`src/rtl/sfx_pkg.sv`:
```
package sfx_pkg;
  typedef enum logic [2:0] {PH_IDLE, PH_CMD, PH_ADDR, PH_DUMMY, PH_DATA, PH_TAIL} phase_e;
  typedef enum logic [1:0] {XM_CMD_ONLY, XM_WRITE, XM_READ, XM_DUMMY_READ} xmode_e;
  typedef struct packed {
    logic       drop;
    xmode_e     mode;
    logic       use_addr;
    logic       dual;
    logic [3:0] dummy;
  } xplan_t;
endpackage

```
`src/rtl/sfx_decode.sv`:
```
module sfx_decode
  import sfx_pkg::*;
#(
  parameter logic [7:0] OPC_FREAD   = 8'hBB,
  parameter logic [7:0] OPC_PROG    = 8'hA2,
  parameter logic [7:0] OPC_DISC    = 8'h5A,
  parameter int         FREAD_DUMMY = 3,
  parameter int         DISC_DUMMY  = 8
) (
  input  logic [7:0] opcode,
  input  logic       addr_en,
  input  logic       is_write,
  input  logic       len_zero,
  output xplan_t     plan
);
  always_comb begin
    plan.drop     = 1'b0;
    plan.use_addr = addr_en;
    plan.dual     = 1'b0;
    plan.dummy    = '0;
    if (len_zero)      plan.mode = XM_CMD_ONLY;
    else if (is_write) plan.mode = XM_WRITE;
    else               plan.mode = XM_READ;

    if (opcode == OPC_FREAD) begin
      plan.use_addr = 1'b1;
      plan.dual     = 1'b1;
      plan.dummy    = 4'(FREAD_DUMMY);
      plan.mode     = XM_DUMMY_READ;
      plan.drop     = len_zero;
    end else if (opcode == OPC_PROG) begin
      plan.use_addr = 1'b1;
      plan.dual     = 1'b1;
      plan.mode     = XM_WRITE;
      plan.drop     = len_zero;
    end else if (opcode == OPC_DISC) begin
      plan.use_addr = 1'b1;
      if (!len_zero) begin
        plan.mode  = XM_DUMMY_READ;
        plan.dummy = 4'(DISC_DUMMY);
      end
    end
  end
endmodule

```
`src/rtl/sfx_fifo.sv`:
```
module sfx_fifo #(
  parameter  int W     = 8,
  parameter  int DEPTH = 4,
  localparam int AW    = (DEPTH > 1) ? $clog2(DEPTH) : 1,
  localparam int CW    = $clog2(DEPTH + 1)
) (
  input  logic          clk,
  input  logic          rst_n,
  input  logic          push,
  input  logic [W-1:0]  push_data,
  input  logic          pop,
  output logic [W-1:0]  pop_data,
  output logic [CW-1:0] count
);
  logic [W-1:0]  mem [DEPTH];
  logic [AW-1:0] wr_q, wr_d, rd_q, rd_d;
  logic [CW-1:0] cnt_q, cnt_d;
  logic          do_push, do_pop;

  assign do_push = push && (cnt_q != CW'(DEPTH));
  assign do_pop  = pop && (cnt_q != '0);

  always_comb begin
    wr_d  = wr_q;
    rd_d  = rd_q;
    cnt_d = cnt_q;
    if (do_push) wr_d = (wr_q == AW'(DEPTH - 1)) ? '0 : wr_q + 1'b1;
    if (do_pop)  rd_d = (rd_q == AW'(DEPTH - 1)) ? '0 : rd_q + 1'b1;
    if (do_push && !do_pop)      cnt_d = cnt_q + 1'b1;
    else if (do_pop && !do_push) cnt_d = cnt_q - 1'b1;
  end

  always_ff @(posedge clk or negedge rst_n) begin
    if (!rst_n) begin
      wr_q  <= '0;
      rd_q  <= '0;
      cnt_q <= '0;
    end else begin
      wr_q  <= wr_d;
      rd_q  <= rd_d;
      cnt_q <= cnt_d;
    end
  end

  always_ff @(posedge clk) begin
    if (do_push) mem[wr_q] <= push_data;
  end

  assign pop_data = mem[rd_q];
  assign count    = cnt_q;
endmodule

```
`src/rtl/sfx_tick.sv`:
```
module sfx_tick #(
  parameter int DIV = 2
) (
  input  logic clk,
  input  logic rst_n,
  input  logic run,
  output logic tick
);
  generate
    if (DIV <= 1) begin : g_full
      assign tick = run;
    end else begin : g_div
      localparam int HW = $clog2(DIV);
      logic [HW-1:0] h_q, h_d;
      always_comb begin
        if (!run)                     h_d = '0;
        else if (h_q == HW'(DIV - 1)) h_d = '0;
        else                          h_d = h_q + 1'b1;
      end
      always_ff @(posedge clk or negedge rst_n) begin
        if (!rst_n) h_q <= '0;
        else        h_q <= h_d;
      end
      assign tick = run && (h_q == HW'(DIV - 1));
    end
  endgenerate
endmodule

```
`src/rtl/sfx_engine.sv`:
```
module sfx_engine
  import sfx_pkg::*;
#(
  parameter int         DIV         = 2,
  parameter int         TX_DEPTH    = 4,
  parameter int         RX_DEPTH    = 4,
  parameter int         MAX_BYTES   = 512,
  parameter int         ADDR_W      = 24,
  parameter logic [7:0] OPC_FREAD   = 8'hBB,
  parameter logic [7:0] OPC_PROG    = 8'hA2,
  parameter logic [7:0] OPC_DISC    = 8'h5A,
  parameter int         FREAD_DUMMY = 3,
  parameter int         DISC_DUMMY  = 8,
  localparam int        LEN_W       = $clog2(MAX_BYTES + 1),
  localparam int        TXC_W       = $clog2(TX_DEPTH + 1)
) (
  input  logic              clk,
  input  logic              rst_n,
  input  logic              req_valid,
  input  logic [7:0]        req_opcode,
  input  logic [ADDR_W-1:0] req_addr,
  input  logic              req_addr_en,
  input  logic              req_write,
  input  logic [LEN_W-1:0]  req_len,
  output logic              busy,
  output logic              done,
  input  logic              tx_push,
  input  logic [7:0]        tx_data,
  output logic [TXC_W-1:0]  tx_free,
  input  logic              rx_pop,
  output logic [7:0]        rx_data,
  output logic              rx_empty,
  output logic              spi_sclk,
  output logic              spi_cs_n,
  output logic [1:0]        spi_io_out,
  output logic [1:0]        spi_io_oe,
  input  logic [1:0]        spi_io_in
);
  localparam int CNT_W = $clog2(MAX_BYTES);
  localparam int RXC_W = $clog2(RX_DEPTH + 1);
  localparam int SH_W  = ADDR_W;
  localparam int CYC_W = $clog2(SH_W + 1);

  // reset: asserted asynchronously, released on the clock
  logic [1:0] rs_q;
  logic       rst_ns;
  always_ff @(posedge clk or negedge rst_n) begin
    if (!rst_n) rs_q <= '0;
    else        rs_q <= {rs_q[0], 1'b1};
  end
  assign rst_ns = rs_q[1];

  xplan_t plan;
  sfx_decode #(
    .OPC_FREAD(OPC_FREAD), .OPC_PROG(OPC_PROG), .OPC_DISC(OPC_DISC),
    .FREAD_DUMMY(FREAD_DUMMY), .DISC_DUMMY(DISC_DUMMY)
  ) u_dec (
    .opcode(req_opcode), .addr_en(req_addr_en), .is_write(req_write),
    .len_zero(req_len == '0), .plan(plan)
  );

  phase_e            ph_q, ph_d, nxt;
  xmode_e            mode_q, mode_d;
  logic              sclk_q, sclk_d, csn_q, csn_d, done_q, done_d;
  logic              dual_q, dual_d, uaddr_q, uaddr_d, loaded_q, loaded_d;
  logic [3:0]        dum_q, dum_d;
  logic [SH_W-1:0]   sh_q, sh_d;
  logic [ADDR_W-1:0] addr_q, addr_d;
  logic [CYC_W-1:0]  cyc_q, cyc_d;
  logic [CNT_W-1:0]  rem_q, rem_d;
  logic [6:0]        rxs_q, rxs_d;

  logic             tick, rise, fall, run, lane2, rd_mode, bit_phase;
  logic             tx_pop, rx_push;
  logic [7:0]       tx_head, rx_shifted;
  logic [TXC_W-1:0] tx_count;
  logic [RXC_W-1:0] rx_count;
  phase_e           after_addr;
  logic [CYC_W-1:0] byte_cyc;

  sfx_fifo #(.W(8), .DEPTH(TX_DEPTH)) u_txf (
    .clk(clk), .rst_n(rst_ns), .push(tx_push), .push_data(tx_data),
    .pop(tx_pop), .pop_data(tx_head), .count(tx_count)
  );
  sfx_fifo #(.W(8), .DEPTH(RX_DEPTH)) u_rxf (
    .clk(clk), .rst_n(rst_ns), .push(rx_push), .push_data(rx_shifted),
    .pop(rx_pop), .pop_data(rx_data), .count(rx_count)
  );

  assign bit_phase = (ph_q inside {PH_CMD, PH_ADDR, PH_DUMMY}) || (ph_q == PH_DATA && loaded_q);
  assign run       = bit_phase || (ph_q == PH_TAIL);

  sfx_tick #(.DIV(DIV)) u_tick (.clk(clk), .rst_n(rst_ns), .run(run), .tick(tick));

  assign rise       = bit_phase && tick && !sclk_q;
  assign fall       = bit_phase && tick && sclk_q;
  assign lane2      = dual_q && (ph_q == PH_ADDR || ph_q == PH_DATA);
  assign rd_mode    = (mode_q == XM_READ) || (mode_q == XM_DUMMY_READ);
  assign rx_shifted = lane2 ? {rxs_q[5:0], spi_io_in[1:0]} : {rxs_q[6:0], spi_io_in[1]};
  assign byte_cyc   = dual_q ? CYC_W'(4) : CYC_W'(8);
  assign after_addr = (dum_q != '0) ? PH_DUMMY : ((mode_q == XM_CMD_ONLY) ? PH_TAIL : PH_DATA);

  always_comb begin
    ph_d     = ph_q;     mode_d = mode_q;  sclk_d = sclk_q;   csn_d  = csn_q;
    dual_d   = dual_q;   uaddr_d = uaddr_q; loaded_d = loaded_q;
    dum_d    = dum_q;    sh_d   = sh_q;    addr_d = addr_q;   cyc_d  = cyc_q;
    rem_d    = rem_q;    rxs_d  = rxs_q;
    done_d   = 1'b0;     tx_pop = 1'b0;    rx_push = 1'b0;    nxt    = ph_q;

    case (ph_q)
      PH_IDLE: begin
        if (req_valid) begin
          if (plan.drop) begin
            done_d = 1'b1;
          end else begin
            ph_d    = PH_CMD;
            csn_d   = 1'b0;
            sclk_d  = 1'b0;
            sh_d    = {req_opcode, {(SH_W - 8){1'b0}}};
            cyc_d   = CYC_W'(8);
            mode_d  = plan.mode;
            dual_d  = plan.dual;
            uaddr_d = plan.use_addr;
            dum_d   = plan.dummy;
            addr_d  = req_addr;
            rem_d   = (req_len > LEN_W'(MAX_BYTES)) ? CNT_W'(MAX_BYTES - 1)
                                                    : CNT_W'(req_len - 1'b1);
          end
        end
      end
      PH_TAIL: begin
        if (tick) begin
          csn_d  = 1'b1;
          done_d = 1'b1;
          ph_d   = PH_IDLE;
        end
      end
      PH_DATA: begin
        if (!loaded_q) begin
          if (mode_q == XM_WRITE) begin
            if (tx_count != '0) begin
              tx_pop   = 1'b1;
              sh_d     = {tx_head, {(SH_W - 8){1'b0}}};
              loaded_d = 1'b1;
              cyc_d    = byte_cyc;
            end
          end else if (rx_count != RXC_W'(RX_DEPTH)) begin
            loaded_d = 1'b1;
            cyc_d    = byte_cyc;
          end
        end
      end
      default: ;
    endcase

    if (rise) begin
      sclk_d = 1'b1;
      if (ph_q == PH_DATA && rd_mode) begin
        rxs_d = rx_shifted[6:0];
        if (cyc_q == CYC_W'(1)) rx_push = 1'b1;
      end
    end else if (fall) begin
      sclk_d = 1'b0;
      sh_d   = lane2 ? (sh_q << 2) : (sh_q << 1);
      cyc_d  = cyc_q - 1'b1;
      if (cyc_q == CYC_W'(1)) begin
        case (ph_q)
          PH_CMD:   nxt = uaddr_q ? PH_ADDR : after_addr;
          PH_ADDR:  nxt = after_addr;
          PH_DUMMY: nxt = PH_DATA;
          default:  nxt = (rem_q == '0) ? PH_TAIL : PH_DATA;
        endcase
        if (ph_q == PH_DATA && rem_q != '0) rem_d = rem_q - 1'b1;
        ph_d = nxt;
        case (nxt)
          PH_ADDR: begin
            sh_d  = addr_q;
            cyc_d = dual_q ? CYC_W'(ADDR_W / 2) : CYC_W'(ADDR_W);
          end
          PH_DUMMY: cyc_d = CYC_W'(dum_q);
          PH_DATA:  loaded_d = 1'b0;
          default: ;
        endcase
      end
    end
  end

  always_ff @(posedge clk or negedge rst_ns) begin
    if (!rst_ns) begin
      ph_q <= PH_IDLE;  mode_q <= XM_CMD_ONLY; sclk_q <= 1'b0; csn_q <= 1'b1;
      done_q <= 1'b0;   dual_q <= 1'b0; uaddr_q <= 1'b0; loaded_q <= 1'b0;
      dum_q <= '0;      sh_q <= '0;     addr_q <= '0;    cyc_q <= '0;
      rem_q <= '0;      rxs_q <= '0;
    end else begin
      ph_q <= ph_d;     mode_q <= mode_d; sclk_q <= sclk_d; csn_q <= csn_d;
      done_q <= done_d; dual_q <= dual_d; uaddr_q <= uaddr_d; loaded_q <= loaded_d;
      dum_q <= dum_d;   sh_q <= sh_d;     addr_q <= addr_d;   cyc_q <= cyc_d;
      rem_q <= rem_d;   rxs_q <= rxs_d;
    end
  end

  always_comb begin
    spi_io_oe = 2'b00;
    if (ph_q == PH_CMD)                                  spi_io_oe = 2'b01;
    else if (ph_q == PH_ADDR)                            spi_io_oe = dual_q ? 2'b11 : 2'b01;
    else if (ph_q == PH_DATA && mode_q == XM_WRITE)      spi_io_oe = dual_q ? 2'b11 : 2'b01;
  end

  assign spi_io_out = lane2 ? sh_q[SH_W-1 -: 2] : {1'b0, sh_q[SH_W-1]};
  assign spi_sclk   = sclk_q;
  assign spi_cs_n   = csn_q;
  assign done       = done_q;
  assign busy       = (ph_q != PH_IDLE);
  assign tx_free    = TXC_W'(TX_DEPTH) - tx_count;
  assign rx_empty   = (rx_count == '0);
endmodule

```
`config.mk`:
```
export PLATFORM = sky130hd
export DESIGN_NAME = sfx_engine
export DESIGN_NICKNAME = d
export VERILOG_FILES = /design/src/rtl/sfx_pkg.sv /design/src/rtl/sfx_decode.sv /design/src/rtl/sfx_fifo.sv /design/src/rtl/sfx_tick.sv /design/src/rtl/sfx_engine.sv
export SDC_FILE = /design/constraint.sdc
export NUM_CORES = 1
export LEC_CHECK = 0
export BUFFER_PORTS_ARGS = -buffer_cell sky130_fd_sc_hd__buf_2
export CORE_MARGIN = 10
export CORE_UTILIZATION = 25
export CTS_BUF_LIST = sky130_fd_sc_hd__clkbuf_8
export DETAILED_ROUTE_END_ITERATION = 8
export SYNTH_ARGS = -nofsm -noshare
export SYNTH_HDL_FRONTEND = slang
export SYNTH_SLANG_ARGS = --single-unit
```
`constraint.sdc`:
```
create_clock -name clk -period 5.8 [get_ports clk]
set_input_delay 0.29 -clock clk [delete_from_list [all_inputs] [get_ports clk]]
set_output_delay 0.29 -clock clk [all_outputs]
set_load 0.03 [all_outputs]
```
==> flow_metrics.env, run 1 <==
export IMPL_status="finished, final reports clean"
export IMPL_setup_worst_path_end_class="primary output"
export IMPL_r2r_setup_slack_ns=2.60
export IMPL_total_power_mw=4.14
export IMPL_gr_usage_met1_pct=12.5
export IMPL_setup_viol=0
export IMPL_ys_warn_count=0
export IMPL_place_congestion=0.799
export IMPL_placed_cell_area_mm2=0.00901
export IMPL_die_area_mm2=0.0403
export IMPL_vdd_drop_max_mv=0.183
export IMPL_core_area_mm2=0.0324
export IMPL_fin_util_pct=29.6
export IMPL_synthTopCellsByArea="dfrtp_1 30%, edfxtp_1 24%, nand2_1 5.0%"
export IMPL_fmax_mhz=306
export IMPL_crit_start="ph_q[2]$_DFF_PN0_"
export IMPL_grt_max_degree=68
export IMPL_r2r_cells=10
export IMPL_drive_gt1_share_pct=22.6
export IMPL_relSlewSlack_pct=24.6
export IMPL_cts_path_max_buffers=2
export IMPL_area_growth_pct=17.2
export IMPL_synth_edf_count=64
export IMPL_wl_per_cell_um=16.0
export IMPL_ys_ff_latch=163
export IMPL_cts_tree="yes"
export IMPL_drtPass1Iterations=4
export IMPL_fp_dieH_um=201
export IMPL_nNetsFinal=829
export IMPL_skew_ns=0.0193
export IMPL_cts_resized=0
export IMPL_netlist_area_leader_share_pct=30.0
export IMPL_antenna_left=0
export IMPL_grt_pass1_vias=5744
export IMPL_synthCells=668
export IMPL_die_w_um=201
export IMPL_syn_area_mm2=0.00818
export IMPL_cts_hold_buf=15
export IMPL_drv_cap=0
export IMPL_h_tree_depth=4
export IMPL_path_class="flip-flop to primary output"
export IMPL_busiest_layer="met2"
export IMPL_start_kind="flip-flop"
export IMPL_synthArstFlopShare_pct=60.7
export IMPL_synth_seq_area_share_pct=53.8
export IMPL_grt_pass1_wl_um=31400
export IMPL_grt_util_met2_pct=15.5
export IMPL_initial_core_util_pct=25.3
export IMPL_worstReg2RegStart="u_txf.count[0]$_DFFE_PN0P_"
export IMPL_rsz0062_at_grt="no"
export IMPL_final_max_slew_violation_count=0
export IMPL_endpoint="spi_io_out[0]"
export IMPL_met3_usage_pct=2.87
export IMPL_cts_clk_slew_worst_paths_ns=0.09
export IMPL_drt_iter0_markers=337
export IMPL_finalCritPeriodShare_pct=56.3
export IMPL_cts_root_buf="clkbuf_8"
export IMPL_powerDensity_mw_per_mm2=432
export IMPL_vias=5482
export IMPL_path_max_fanout=33
export IMPL_slowest_delay_ns=0.86
export IMPL_remaining_drc_errors=0
export IMPL_dp_hpwl_um=13500
export IMPL_critPathRequiredTime_ns=5.51
export IMPL_synth_nets=749
export IMPL_via_per_inst=4.56
export IMPL_io_buffers=78
export IMPL_arrival_ns=2.97
export IMPL_clk_latency_ns=0.46
export IMPL_drt_wl_total_um=19200
export IMPL_fin_setup_tns_ns=0
export IMPL_ys_top_cells_by_count="109 x nand2_1, 98 x dfrtp_1, 64 x edfxtp_1"
export IMPL_worstPathCellList="nor2b_1 > o21ba_2 > mux2_1 > buf_2"
export IMPL_min_path_type="primary input to flip-flop"
export IMPL_r2r_end="u_txf.count[1]$_DFFE_PN0P_"
export IMPL_synth_most_common_cell="nand2_1"
export IMPL_finalHoldViolCount=0
export IMPL_antenna_found_initial=1
export IMPL_cp_slowest_cell="o21ba_2"
export IMPL_hold_slack_ns=0.0412
export IMPL_yosysUniqueCellTypes=80
export IMPL_grt_overflow=0
export IMPL_core_rowCount=66
export IMPL_layout_min_cycle_time_ns=3.26
export IMPL_numClockSinks=163
export IMPL_avgSynthCellArea_um2=12.2
export IMPL_synth_top_area_cell="dfrtp_1"
export IMPL_synth_flop_cell="dfrtp_1"
export IMPL_design_area_mm2=0.00958
export IMPL_leakagePower_nw=3.92
export IMPL_ios=79
export IMPL_worst_slew_pin_slew_ns=1.13
export IMPL_cts_buffers=17
export IMPL_post_cts_buffers=0
export IMPL_diodes=0
export IMPL_grtUsageTotal_pct=9.72
-- metal layers --
layer | up-vias | routed length, um | part of all wire (%)
li1 | 2647 | - | -
met1 | 2726 | 8950 | 47
met2 | 98 | 9250 | 48
met3 | 9 | 912 | 4.7
met4 | 2 | 117 | 0.61
met5 | - | 7 | 0.036
-- layout make-up --
cell class / count / area, um^2
sequential: 163 / 4400
clock inverter: 15 / 193
inverter: 19 / 71.3
clock buffer: 17 / 234
timing repair buffer: 99 / 586
multi-input combinational: 448 / 3540
tap: 442 / 553
fill: 3375 / 22800
-- metrics by stage --
step,std cells,setup WS (ns)
final,1203,2.54
after global routing,1203,2.30
after CTS,1203,2.47
after detailed placement,1156,2.65
after global placement,1156,2.71
after floorplan,668,2.84
-- worst min path at each step --
stage          cells after the start  slack (ns)          from                        end
6_report                           3        0.04  req_addr[17]     addr_q[17]$_DFFE_PN0P_
4_1_cts                            3       0.003  req_addr[21]     addr_q[21]$_DFFE_PN0P_
3_5_place_dp                       1        0.08         rst_n          rs_q[0]$_DFF_PN0_
5_1_grt                            1        0.01    tx_data[5]  u_txf.mem[0][5]$_DFFE_PP_
2_1_floorplan                      0      -0.006         rst_n          rs_q[0]$_DFF_PN0_
3_3_place_gp                       1        0.08         rst_n          rs_q[0]$_DFF_PN0_
-- sequential cells by signal, summed over array words and instances (netlist names), 2 cells and up --
register / count
u_rxf.mem: 32
u_txf.rd_q: 2
mode_q: 2
u_rxf.count: 3
cyc_q: 5
rem_q: 9
dum_q: 2
sh_q: 24
u_rxf.wr_q: 2
u_txf.count: 3
rxs_q: 7
rs_q: 2
u_txf.wr_q: 2
u_rxf.rd_q: 2
u_txf.mem: 32
addr_q: 24
ph_q: 3
-- cells by family after synthesis --
family | Yosys count | share of synthesized area [%]
simple gates | 227 | 13.9
compound gates | 113 | 12.4
other cells | 1 | 0.0459
buf+inv | 57 | 3.15
mux | 73 | 11.9
xor+xnor | 12 | 1.29
flops | 163 | 53.8
fa+ha+maj | 22 | 3.55
-- cell usage in the layout (no fill, tap or decap), drive strengths merged, types with 6 or more instances in the layout --
master / netlist / layout
a211oi: 7 / 7
a21oi: 10 / 10
a221o: 7 / 7
a221oi: 7 / 7
a311oi: 8 / 8
and2: 12 / 12
buf: 24 / 84
clkbuf: 14 / 17
clkinv: 0 / 7
dfrtp: 98 / 98
dlygate4sd3: 0 / 15
edfxtp: 64 / 64
ha: 20 / 20
inv: 19 / 21
mux2: 34 / 34
mux2i: 23 / 23
mux4: 16 / 16
nand2: 109 / 109
nand3: 6 / 6
nor2: 22 / 22
nor2b: 9 / 9
nor3: 28 / 28
nor4: 8 / 8
o21ai: 14 / 14
o2bb2ai: 19 / 19
xor2: 8 / 8
-- worst max-delay path, delay by kind of cell (launching register included) --
| family | cells | cell delay, ns |
|---|---|---|
| AOI/OAI and AO/OA | 1 | 0.86 |
| DFF | 1 | 0.69 |
| muxes | 1 | 0.43 |
| and+or+nand+nor | 1 | 0.33 |
| buffers and inverters | 1 | 0.19 |
-- where the power goes --
part           switching [mW]  total [mW]  internal (mW)
clock network           0.432       0.897          0.466
logic                   0.779        1.39          0.614
registers               0.328        1.85           1.52
No activity file was read; power rests on OpenSTA's default activity.
==> inputs of run 2 (changes only) <==
clock period = 3.4 ns   (was 5.8 ns; I/O delays follow)
==> run 2 against run 1 <==
Net effect:
- combinational power up 80%
- via count up 2.4%
- first-iteration DRC count up 19%
- critical endpoint unchanged
- largest cell class unchanged
==> flow_metrics.env, run 2 (synthesis results as in run 1) <==
export IMPL_status="finished, final reports clean"
export IMPL_nNetsFinal=860
export IMPL_initial_core_util_pct=25.3
export IMPL_drt_wl_total_um=19500
export IMPL_fin_setup_tns_ns=0
export IMPL_setup_viol=0
export IMPL_numClockSinks=163
export IMPL_drtPass1Iterations=6
export IMPL_drt_iter0_markers=401
export IMPL_dp_hpwl_um=14000
export IMPL_arrival_ns=2.60
export IMPL_powerDensity_mw_per_mm2=724
export IMPL_final_max_slew_violation_count=0
export IMPL_core_rowCount=66
export IMPL_skew_ns=0.0191
export IMPL_grt_max_degree=52
export IMPL_grtUsageTotal_pct=9.79
export IMPL_fin_util_pct=30.5
export IMPL_grt_pass1_wl_um=31800
export IMPL_relSlewSlack_pct=52.2
export IMPL_mostFrequentLayoutCells="109 x nand2_1, 97 x dfrtp_1, 78 x buf_2"
export IMPL_cts_tree="yes"
export IMPL_io_buffers=78
export IMPL_final_cells=1235
export IMPL_path_max_fanout=23
export IMPL_rsz0062_at_grt="no"
export IMPL_critPathRequiredTime_ns=3.23
export IMPL_post_cts_buffers=0
export IMPL_whs_path_depth=4
export IMPL_remaining_drc_errors=0
export IMPL_clk_latency_ns=0.47
export IMPL_top_regs="u_rxf.mem x32, u_txf.mem x32"
export IMPL_core_area_mm2=0.0324
export IMPL_finalHoldViolCount=0
export IMPL_layout_min_cycle_time_ns=2.77
export IMPL_worst_slew_pin_slew_ns=0.716
export IMPL_min_path_type="primary input to flip-flop"
export IMPL_die_w_um=201
export IMPL_antenna_left=0
export IMPL_drive_gt1_share_pct=23.4
export IMPL_wl_per_cell_um=15.8
export IMPL_finalCritPeriodShare_pct=81.4
export IMPL_place_inst=1167
export IMPL_die_area_mm2=0.0403
export IMPL_area_growth_pct=21.0
export IMPL_h_tree_depth=4
export IMPL_via_per_inst=4.54
export IMPL_start_kind="flip-flop"
export IMPL_setup_slack_ns=0.633
export IMPL_fp_dieH_um=201
export IMPL_place_ws_ns=0.675
export IMPL_grt_overflow=0
export IMPL_r2r_cells=10
export IMPL_path_class="flip-flop to primary output"
export IMPL_fill_cells=3334
export IMPL_cts_clk_slew_worst_paths_ns=0.10
export IMPL_ios=79
export IMPL_total_power_mw=7.16
export IMPL_fmax_mhz=361
export IMPL_cts_buffers=17
export IMPL_final_common_cell="nand2_1"
export IMPL_grt_pass1_vias=5923
export IMPL_vdd_drop_max_mv=0.284
export IMPL_place_congestion=0.781
export IMPL_vias=5612
export IMPL_drv_cap=0
export IMPL_setup_worst_path_end_class="primary output"
export IMPL_leakagePower_nw=4.06
export IMPL_cts_root_buf="clkbuf_8"
export IMPL_cts_resized=0
export IMPL_antenna_found_initial=1
export IMPL_cts_path_max_buffers=2
[run 2: changes by cell type in the layout (fill, tap and decap cells not counted), moves of 3 or more]
cell	delta
dlygate4sd3_1	+20
clkinv_2	-3
inv_6	+5
buf_4	+9
inv_8	+4
clkinv_4	-3
[run 2: worst max-delay path, cell delays in order (launching register included)]
cell	delay, ns
dfrtp_1	0.36
buf_4	0.22
nor2b_1	0.30
o21ba_2	0.42
buf_12	0.23
mux2_1	0.37
buf_2	0.19
[run 2: layout make-up]
cell class | instances | area (um^2) | area share (%)
antenna | 1 | 2.50 | 0.0253
timing repair buffer | 130 | 893 | 9.03
sequential | 163 | 4400 | 44.5
multi-input combinational | 448 | 3540 | 35.8
inverter | 19 | 71.3 | 0.721
clock buffer | 17 | 234 | 2.37
clock inverter | 15 | 188 | 1.90
tap | 442 | 553 | 5.59
[run 2: final timing paths]
check / from / endpoint / slack, ns
max reg2reg: u_txf.count[0]$_DFFE_PN0P_ / u_txf.count[1]$_DFFE_PN0P_ / 0.66
min reg2reg: rs_q[0]$_DFF_PN0_ / rs_q[1]$_DFF_PN0_ / 0.37
min: req_opcode[6] / dum_q[1]$_DFFE_PN0P_ / 0.08
max in group asynchronous: rs_q[1]$_DFF_PN0_ / spi_cs_n$_DFFE_PN1P_ / 2.25
max: ph_q[2]$_DFF_PN0_ / spi_io_out[0] / 0.63
min in group asynchronous: rs_q[1]$_DFF_PN0_ / addr_q[2]$_DFFE_PN0P_ / 0.39
[run 2: per-stage QoR]
step                      cell area (um^2)  hold slack (ns)
after floorplan                       8180           -0.126
after global placement                9110          -0.0431
after detailed placement              9110          -0.0438
after CTS                             9890           0.0325
after global routing                  9890           0.0615
final                                 9890           0.0796
[run 2: timing repair]
action | CTS | global route
setup endpoints to repair | 0 | 0
endpoints found under the hold margin | 59 | 0
hold buffers | 35 | 0
[run 2: report_power, final]
part / internal (mW) / leakage [nW] / switching (mW)
registers: 2.60 / 1.80 / 0.539
clock network: 0.691 / 0.213 / 0.830
logic: 1.12 / 2.05 / 1.38
total: 4.41 / 4.06 / 2.75
[run 2: per-layer routing]
| metal | global-route usage [%] | vias to the layer above | routed length [um] |
|---|---|---|---|
| met1 | 12.5 | 2788 | 8950 |
| met3 | 2.71 | 16 | 868 |
| li1 | - | 2712 | - |
| met4 | 2.68 | 0 | 259 |
| met5 | 0 | - | 0 |
| met2 | 15.9 | 96 | 9430 |
